## src/rtl/ssm_pkg.sv

```systemverilog
// Shared types for the clock-synchronous serial master.
// Assumes: all three mode bits are sampled together as one word.
package ssm_pkg;
    // Mode word: clock polarity, bit order, data inversion.
    typedef struct packed {
        logic pol;
        logic msb;
        logic inv;
    } ssm_cfg_t;
endpackage

```

## src/rtl/ssm_clk_div.sv

```systemverilog
// Half-period tick generator for the shift clock.
// Produces one tick every (div_q+1) cycles while run is high.
// Assumes: div_q is loaded on the start strobe, when run is still low,
// so the count always begins at zero.
module ssm_clk_div #(
    parameter int DIV_W = 8
) (
    input  logic             clk,
    input  logic             rst_n,
    input  logic             start,
    input  logic             run,
    input  logic [DIV_W-1:0] div_n,
    output logic             tick
);
    logic [DIV_W-1:0] div_q;
    logic [DIV_W-1:0] cnt;

    // Capture the divider setting only when a transfer begins.
    always_ff @(posedge clk) begin
        if (!rst_n)     div_q <= '0;
        else if (start) div_q <= div_n;
    end

    // Count system cycles within one half period.
    always_ff @(posedge clk) begin
        if (!rst_n)                    cnt <= '0;
        else if (!run || cnt == div_q) cnt <= '0;
        else                           cnt <= cnt + 1'b1;
    end

    assign tick = run && (cnt == div_q);

    // the counter never passes the frozen limit.
    assert_cnt_range_R10: assert property (@(posedge clk) disable iff (!rst_n)
        cnt <= div_q);
    // the divider setting is frozen while running.
    assert_div_frozen_R9: assert property (@(posedge clk) disable iff (!rst_n)
        run && $past(run) |-> $stable(div_q));
endmodule

```

## src/rtl/ssm_shifter.sv

```systemverilog
// Shift engine: generates the shift clock from ticks, launches and captures bits.
// Edge k of 2*DATA_W: odd k leaves the rest level and launches, even k returns
// to it and captures. Bit order and inversion are resolved at load and unload,
// so the shift registers always move least significant bit first.
// Assumes: tick is low whenever busy is low.
module ssm_shifter
    import ssm_pkg::*;
#(
    parameter int DATA_W = 8
) (
    input  logic              clk,
    input  logic              rst_n,
    input  logic              tick,
    input  ssm_cfg_t          cfg_in,
    input  logic              wr_en,
    input  logic [DATA_W-1:0] wr_data,
    input  logic              sdi,
    output logic              start,
    output logic              busy,
    output logic              sclk,
    output logic              sdo,
    output logic              rx_done,
    output logic [DATA_W-1:0] rx_data
);
    localparam int EDGES = 2 * DATA_W;
    localparam int EW    = $clog2(EDGES + 1);

    ssm_cfg_t          cfg_q;
    logic [DATA_W-1:0] tx_sr, rx_sr, tx_prep, rx_next, rx_fix;
    logic [EW-1:0]     edg;
    logic              leading, last;

    assign start   = wr_en && !busy;
    assign leading = ~edg[0];
    assign last    = tick && (edg == EW'(EDGES - 1));
    assign rx_next = {sdi, rx_sr[DATA_W-1:1]};

    // Reorder and invert the outgoing word, and restore the incoming one.
    always_comb begin
        for (int i = 0; i < DATA_W; i++) begin
            tx_prep[i] = (cfg_in.msb ? wr_data[DATA_W-1-i] : wr_data[i]) ^ cfg_in.inv;
            rx_fix[i]  = (cfg_q.msb ? rx_next[DATA_W-1-i] : rx_next[i]) ^ cfg_q.inv;
        end
    end

    // Track the mode inputs while idle and hold them during a transfer.
    always_ff @(posedge clk) begin
        if (!rst_n)     cfg_q <= '0;
        else if (!busy) cfg_q <= cfg_in;
    end

    // Sequence the transfer: clock edges, bit launch, bit capture, completion.
    always_ff @(posedge clk) begin
        if (!rst_n) begin
            busy    <= 1'b0;
            sclk    <= 1'b1;
            sdo     <= 1'b1;
            edg     <= '0;
            tx_sr   <= '0;
            rx_sr   <= '0;
            rx_done <= 1'b0;
            rx_data <= '0;
        end else begin
            rx_done <= 1'b0;
            if (start) begin
                busy  <= 1'b1;
                edg   <= '0;
                tx_sr <= tx_prep;
                sclk  <= ~cfg_in.pol;
            end else if (busy && tick) begin
                sclk <= ~sclk;
                edg  <= edg + 1'b1;
                if (leading) begin
                    sdo   <= tx_sr[0];
                    tx_sr <= tx_sr >> 1;
                end else begin
                    rx_sr <= rx_next;
                end
                if (last) begin
                    busy    <= 1'b0;
                    rx_done <= 1'b1;
                    rx_data <= rx_fix;
                end
            end else if (!busy) begin
                sclk <= ~cfg_in.pol;
            end
        end
    end

    // at rest the clock sits at the level the held polarity selects.
    assert_idle_level_R2: assert property (@(posedge clk) disable iff (!rst_n)
        !busy |-> sclk == ~cfg_q.pol);
    // the completion strobe lasts one cycle.
    assert_done_pulse_R7: assert property (@(posedge clk) disable iff (!rst_n)
        rx_done |=> !rx_done);
    // received byte only moves with the strobe.
    assert_rx_hold_R7: assert property (@(posedge clk) disable iff (!rst_n)
        !rx_done |-> $stable(rx_data));
    // the mode word is frozen during a transfer.
    assert_cfg_frozen_R9: assert property (@(posedge clk) disable iff (!rst_n)
        busy && $past(busy) |-> $stable(cfg_q));
    // the edge counter stays within one transfer.
    assert_edge_bound_R6: assert property (@(posedge clk) disable iff (!rst_n)
        edg <= EW'(EDGES));
    // a transfer ends only together with the completion strobe.
    assert_busy_end_R6: assert property (@(posedge clk) disable iff (!rst_n)
        $fell(busy) |-> rx_done);
endmodule

```

## src/rtl/sync_shift_master.sv

```systemverilog
// Top of the clock-synchronous serial master transceiver.
// Joins the half-period tick generator and the shift engine.
// Assumes: sdi is already synchronous to clk, or settled around capture edges.
module sync_shift_master
    import ssm_pkg::*;
#(
    parameter int DATA_W = 8,
    parameter int DIV_W  = 8
) (
    input  logic              clk,
    input  logic              rst_n,
    input  logic [DIV_W-1:0]  div_n,
    input  logic              cfg_pol,
    input  logic              cfg_msb,
    input  logic              cfg_inv,
    input  logic              wr_en,
    input  logic [DATA_W-1:0] wr_data,
    output logic              busy,
    output logic              rx_done,
    output logic [DATA_W-1:0] rx_data,
    output logic              sclk,
    output logic              sdo,
    input  logic              sdi
);
    ssm_cfg_t cfg_in;
    logic     tick;
    logic     start;

    assign cfg_in = '{pol: cfg_pol, msb: cfg_msb, inv: cfg_inv};

    ssm_clk_div #(.DIV_W(DIV_W)) u_div (
        .clk   (clk),
        .rst_n (rst_n),
        .start (start),
        .run   (busy),
        .div_n (div_n),
        .tick  (tick)
    );

    ssm_shifter #(.DATA_W(DATA_W)) u_shift (
        .clk     (clk),
        .rst_n   (rst_n),
        .tick    (tick),
        .cfg_in  (cfg_in),
        .wr_en   (wr_en),
        .wr_data (wr_data),
        .sdi     (sdi),
        .start   (start),
        .busy    (busy),
        .sclk    (sclk),
        .sdo     (sdo),
        .rx_done (rx_done),
        .rx_data (rx_data)
    );
endmodule

```

## config.mk

```make
export PLATFORM = sky130hd
export DESIGN_NAME = sync_shift_master
export DESIGN_NICKNAME = d
export VERILOG_FILES = /design/src/rtl/ssm_pkg.sv /design/src/rtl/ssm_clk_div.sv /design/src/rtl/ssm_shifter.sv /design/src/rtl/sync_shift_master.sv
export SDC_FILE = /design/constraint.sdc
export NUM_CORES = 1
export LEC_CHECK = 0
export ABC_AREA = 1
export BUFFER_PORTS_ARGS = -buffer_cell sky130_fd_sc_hd__buf_4
export CAP_MARGIN = 5
export CORE_ASPECT_RATIO = 1.75
export CORE_MARGIN = 3
export CORE_UTILIZATION = 50
export DETAILED_ROUTE_END_ITERATION = 8
export GPL_ROUTABILITY_DRIVEN = 0
export PLACE_DENSITY = 0.69
export SKIP_LAST_GASP = 1
export SLEW_MARGIN = 20
export SYNTH_ARGS = -nofsm -noshare
export SYNTH_HDL_FRONTEND = slang
export SYNTH_HIERARCHICAL = 1
export SYNTH_SLANG_ARGS = --single-unit
```

## constraint.sdc

```tcl
create_clock -name clk -period 5.65 [get_ports clk]
set_clock_uncertainty 0.2 [all_clocks]
set_input_delay 0.8475 -clock clk [delete_from_list [all_inputs] [get_ports clk]]
set_output_delay 0.8475 -clock clk [all_outputs]
set_load 0.005 [all_outputs]
```

== After elaboration in Yosys (flattened, before gate mapping) ==
Cells that the tools add are included.
W data, S select, Z words.

* Register bits after elaboration: 51
* Bits of input ports: 23

* Add/sub/neg operators: 2
* Eq/ne operators: 4
* Muxes and demuxes: 26
* Bitwise gates (word level): 22
* Reduce and logical (&&, ||, !) cells: 16

{| class="wikitable"
|+ Operators by type and width
! kind !! number
|-
| $mux W8 || 3
|-
| $mux W1 || 23
|-
| $xor A1 B1 Y1 || 16
|-
| $reduce_and A3 Y1 || 3
|-
| $add A8 B1 Y8 const B || 1
|-
| $eq A8 B8 Y1 || 1
|-
| $not A1 Y1 || 6
|-
| $add A5 B1 Y5 const B || 1
|-
| $eq A5 B4 Y1 const B || 1
|-
| $logic_and A1 B1 Y1 || 4
|-
| $reduce_and A2 Y1 || 2
|-
| $reduce_bool A2 Y1 || 2
|-
| $reduce_or A2 Y1 || 2
|-
| $ne A3 B3 Y1 const B || 1
|-
| $reduce_or A3 Y1 || 1
|-
| $ne A2 B2 Y1 const B || 1
|-
| $logic_not A1 Y1 || 1
|-
| $logic_or A1 B1 Y1 || 1
|}

== Logic depth before layout (Yosys ltp) ==
* Word-level depth: 6
* Depth in mapped cells: 13
* Mapped depth without buffers: 13

== Hierarchy ==
Netlist, hierarchy kept.

{| class="wikitable"
|+ Modules (own cells, without submodules)
! module !! times used !! cells each !! area an instance (µm²) !! seq. area each (µm²)
|-
| ssm_shifter || 1 || 264 || 1836.8 || 680.7
|-
| ssm_clk_div || 1 || 98 || 752.0 || 320.3
|}

== Worst setup path after synthesis ==
No wires, ideal clock.

* Kind: register to register
* Start: reg u_div.cnt[2]
* End: reg u_shift.rx_sr[7]
* Setup time: 0.119 ns
* Data arrival time: 1.589 ns
* Required time: 5.331 ns
* Path slack: 3.741 ns
* Cell stages (with the launch flop): 12
* Buffers on the path: 1
* Period minus slack after synthesis: 1.909 ns
* Cell sequence: dfxtp_1 -> xnor2_1 -> nand2_1 -> nor2_1 -> nand2_2 -> nor2_1 -> nand2_4 -> inv_8 -> nand2_4 -> buf_6 -> o21ai_0 -> a21oi_1

* Word-level cells in the longest chain between the ends: 4

{| class="wikitable"
|+ RTL lines
! what !! line !! RTL
|-
| start: declaration || ssm_clk_div.sv:16 || <nowiki>logic [DIV_W-1:0] cnt;</nowiki>
|-
| start signal: assignment || ssm_clk_div.sv:28 || <nowiki>else cnt <= cnt + 1'b1;</nowiki>
|-
| $eq A8 B8 Y1 || ssm_clk_div.sv:31 || <nowiki>assign tick = run && (cnt == div_q);</nowiki>
|-
| $logic_and A1 B1 Y1 || ssm_clk_div.sv:31 ||
|-
| via tick || sync_shift_master.sv:26 || <nowiki>logic tick;</nowiki>
|-
| $logic_and A1 B1 Y1 || ssm_shifter.sv:70 || <nowiki>end else if (busy && tick) begin</nowiki>
|-
| $reduce_and A3 Y1 (no line) || -- ||
|-
| end signal: assignment || ssm_shifter.sv:77 || <nowiki>rx_sr <= rx_next;</nowiki>
|-
| end: declaration || ssm_shifter.sv:29 || <nowiki>logic [DATA_W-1:0] tx_sr, rx_sr, tx_prep, rx_next, rx_fix;</nowiki>
|}

The timed path passes the listed nets, and every way through them passes these cells.
A chain may end at the register's enable or synchronous reset.

== Final worst setup path ==
* Start: reg u_shift.busy
* End: out busy

{| class="wikitable"
|+ RTL lines
! what !! line !! RTL
|-
| start: declaration || ssm_shifter.sv:19 || <nowiki>output logic busy,</nowiki>
|-
| start signal: assignment || ssm_shifter.sv:55 || <nowiki>busy <= 1'b0;</nowiki>
|-
| start signal: assignment || ssm_shifter.sv:66 || <nowiki>busy <= 1'b1;</nowiki>
|-
| start signal: assignment || ssm_shifter.sv:80 || <nowiki>busy <= 1'b0;</nowiki>
|-
| end: declaration || sync_shift_master.sv:18 || <nowiki>output logic busy,</nowiki>
|}

No word-level cell between the ends.

==> results.cfg <==
[sta]
period_needed_ps = 2180
fin_crit_sh = 0.385
fmax_ghz = 0.459
worst_pin_slew_ps = 479
slew_violations = 0
hold_viol = 0
holdWs_ps = 269
setup_violations = 0
setup_ws_ps = 3470
rsz0062_at_grt = false
max-slew-margin-rel = 0.680
tns_ps = 0

[routing]
first_pass_iters = 4
drc = 0
num_vias = 2245
post_drt_wl_per_cell_um = 11.2
antenna_left = 0
drt-total-wl_mm = 4.99
drtIter0Drc = 77
viasPerCell = 5.02

[clocking]
cts_tree = yes
h-tree-depth = 2
root_buffer = clkbuf_8
clockBufferDepth = 2
path_clk_slew_ps = 90
cts_buffers = 5
clk_latency_ps = 300
cts_setup_buffers = 0
cts.sinks = 50
cts_hold_buf = 0
cts_resized = 0

[yosys]
seq_area_frac_synth = 0.387
synth.top_cell.area_share = 0.387
synth_top_area_cell = dfxtp_1
syn_area_per_cell_um2 = 7.15
synth_area_um2 = 2590
synth_cell_types = 29
synth.area.top_cells = dfxtp_1, nand2_1, nand3_1
postSynth.asyncResetShare = 0
synthTopCellsByCount = nand2_1, dfxtp_1, inv_1
synth.most_common_cell = nand2_1
ys_seq_elements = 50
synth_edf_count = 0
yosysWarningCount = 6
synth-main-ff-cell = dfxtp_1
syn_nets = 388
syn_inst = 362

[die]
coreArea_um2 = 4980
dieWidth_um = 60.4
dieHeight_um = 101
start_util = 0.520
die_area_um2 = 6110
ioPinCount = 35
rows = 34

[worst_setup_path]
crit_path_end_kind = primary output
cp_data_arrival_time_ps = 1130
cp-start-kind = flip-flop
critPathBufInv = 1
crit_slowest_cell = dfxtp_1
worstPathRequired_ps = 4600
critPathMaxStageDelay_ps = 630
cp_max_fo = 11
crit_family = flip-flops
worstPathCellList = buf_4
critPathKind = reg -> out

[place]
dpl_cell_area_um2 = 2830
io_buffers = 34
dp_hpwl_mm = 3.76
pre_cts_slack_ps = 3490

[flow_run]
maxCapViolCount = 0

[global_route]
grt_pass1_vias = 2164
grtUsageTotal = 0.187
grt.overflow.total = 0
antenna_found_initial = 0
grt_max_degree = 32
grt_pass1_wl_mm = 8.96

[cells_and_area]
fill_cells = 497
area_growth_syn_to_layout_pct = 13.0
drive_gt1_frac = 0.173
multi_input_area_um2 = 1340
final-seq-area_um2 = 1000
fin_nets = 418
finish.instance_area_um2 = 2920
n_antenna_cell = 0

[power]
power.leakage_nw = 1.33
power_mw = 0.679
power_density_nw_per_um2 = 232
vdd_ir_drop_max_mv = 0.195

[run_status]
outcome = completed

[hold_path]
hold_class = reg -> reg
logic make-up (layout without fill, tap and decap cells):
| kind of cell | count (synthesis) | after routing | share of synthesized area |
|---|---|---|---|
| DFF | 50 | 50 | 0.387 |
| xor gates and xnor gates | 18 | 18 | 0.0609 |
| buffers and inverters | 52 | 83 | 0.0942 |
| AOI/OAI and AO/OA | 54 | 54 | 0.110 |
| adders and majority gates | 3 | 3 | 0.0145 |
| and+or+nand+nor | 185 | 185 | 0.334 |
report_power, final:
part	internal, mW	total (mW)	switching (mW)
Clock	0.0986	0.216	0.118
Sequential	0.364	0.377	0.0129
Combinational	0.0359	0.0855	0.0496
through the flow:
stage / instances / util
CTS: 447 / 0.587
floorplan: 362 / -
global placement: 439 / 0.568
global route: 447 / 0.587
finish: 447 / 0.587
detailed placement: 439 / 0.568
path summary, 6_finish.rpt:
check                                                     end                     startpoint  slack, ps  cells after the start
worst max register to register  u_shift/tx_sr[0]$_SDFFE_PN0P_        u_div/cnt[2]$_SDFF_PP0_       3550                     11
worst min register to register  u_shift/tx_sr[1]$_SDFFE_PN0P_  u_shift/tx_sr[1]$_SDFFE_PN0P_        270                      2
worst max-delay path                                     busy      u_shift/busy$_SDFFE_PN0P_       3470                      1
worst min-delay path            u_shift/tx_sr[1]$_SDFFE_PN0P_  u_shift/tx_sr[1]$_SDFFE_PN0P_        270                      2
cell type report:
cell class / instances / area share
Clock buffer: 6 / 0.0282
Clock inverter: 2 / 0.00428
Inverter: 41 / 0.0552
Multi-Input combinational cell: 260 / 0.460
Sequential cell: 50 / 0.342
Tap cell: 54 / 0.0231
Timing Repair Buffer: 34 / 0.0873
per-layer routing:
layer / up-vias / track usage / share of wire
met5: - / 0 / 0
met4: 0 / 0.0666 / 0.018
met3: 8 / 0.0306 / 0.033
met2: 32 / 0.337 / 0.52
met1: 1000 / 0.214 / 0.42
li1: 1205 / - / -
sequential cells by signal (all words and copies together) (netlist names):
signal / cells
u_shift/sclk: 1
u_shift/rx_done: 1
u_shift/rx_sr: 7
u_div/cnt: 8
u_shift/rx_data: 8
u_div/div_q: 8
u_shift/busy: 1
u_shift/sdo: 1
u_shift/cfg_q: 2
u_shift/tx_sr: 8
u_shift/edg: 5
placed cells by master (no fill, tap or decap):
master | Yosys | layout
a211oi_1 | 1 | 1
a21oi_1 | 22 | 22
a21oi_2 | 1 | 1
buf_4 | 2 | 34
clkbuf_8 | 0 | 6
clkinv_2 | 0 | 1
clkinvlp_4 | 0 | 1
dfxtp_1 | 50 | 50
ha_1 | 3 | 3
inv_1 | 38 | 38
inv_2 | 2 | 2
inv_8 | 1 | 1
nand2_1 | 104 | 104
nand2_2 | 2 | 2
nand2_4 | 3 | 3
nand2_8 | 1 | 1
nand3_1 | 36 | 36
nand3_2 | 1 | 1
nand4_1 | 2 | 2
nor2_1 | 21 | 21
nor2_2 | 9 | 9
nor2_4 | 4 | 4
nor2_8 | 1 | 1
nor3_1 | 1 | 1
o21ai_0 | 28 | 28
o21ai_2 | 1 | 1
o221ai_1 | 1 | 1
xnor2_1 | 8 | 8
xor2_1 | 10 | 10
Power figures use the tool's default switching activity.
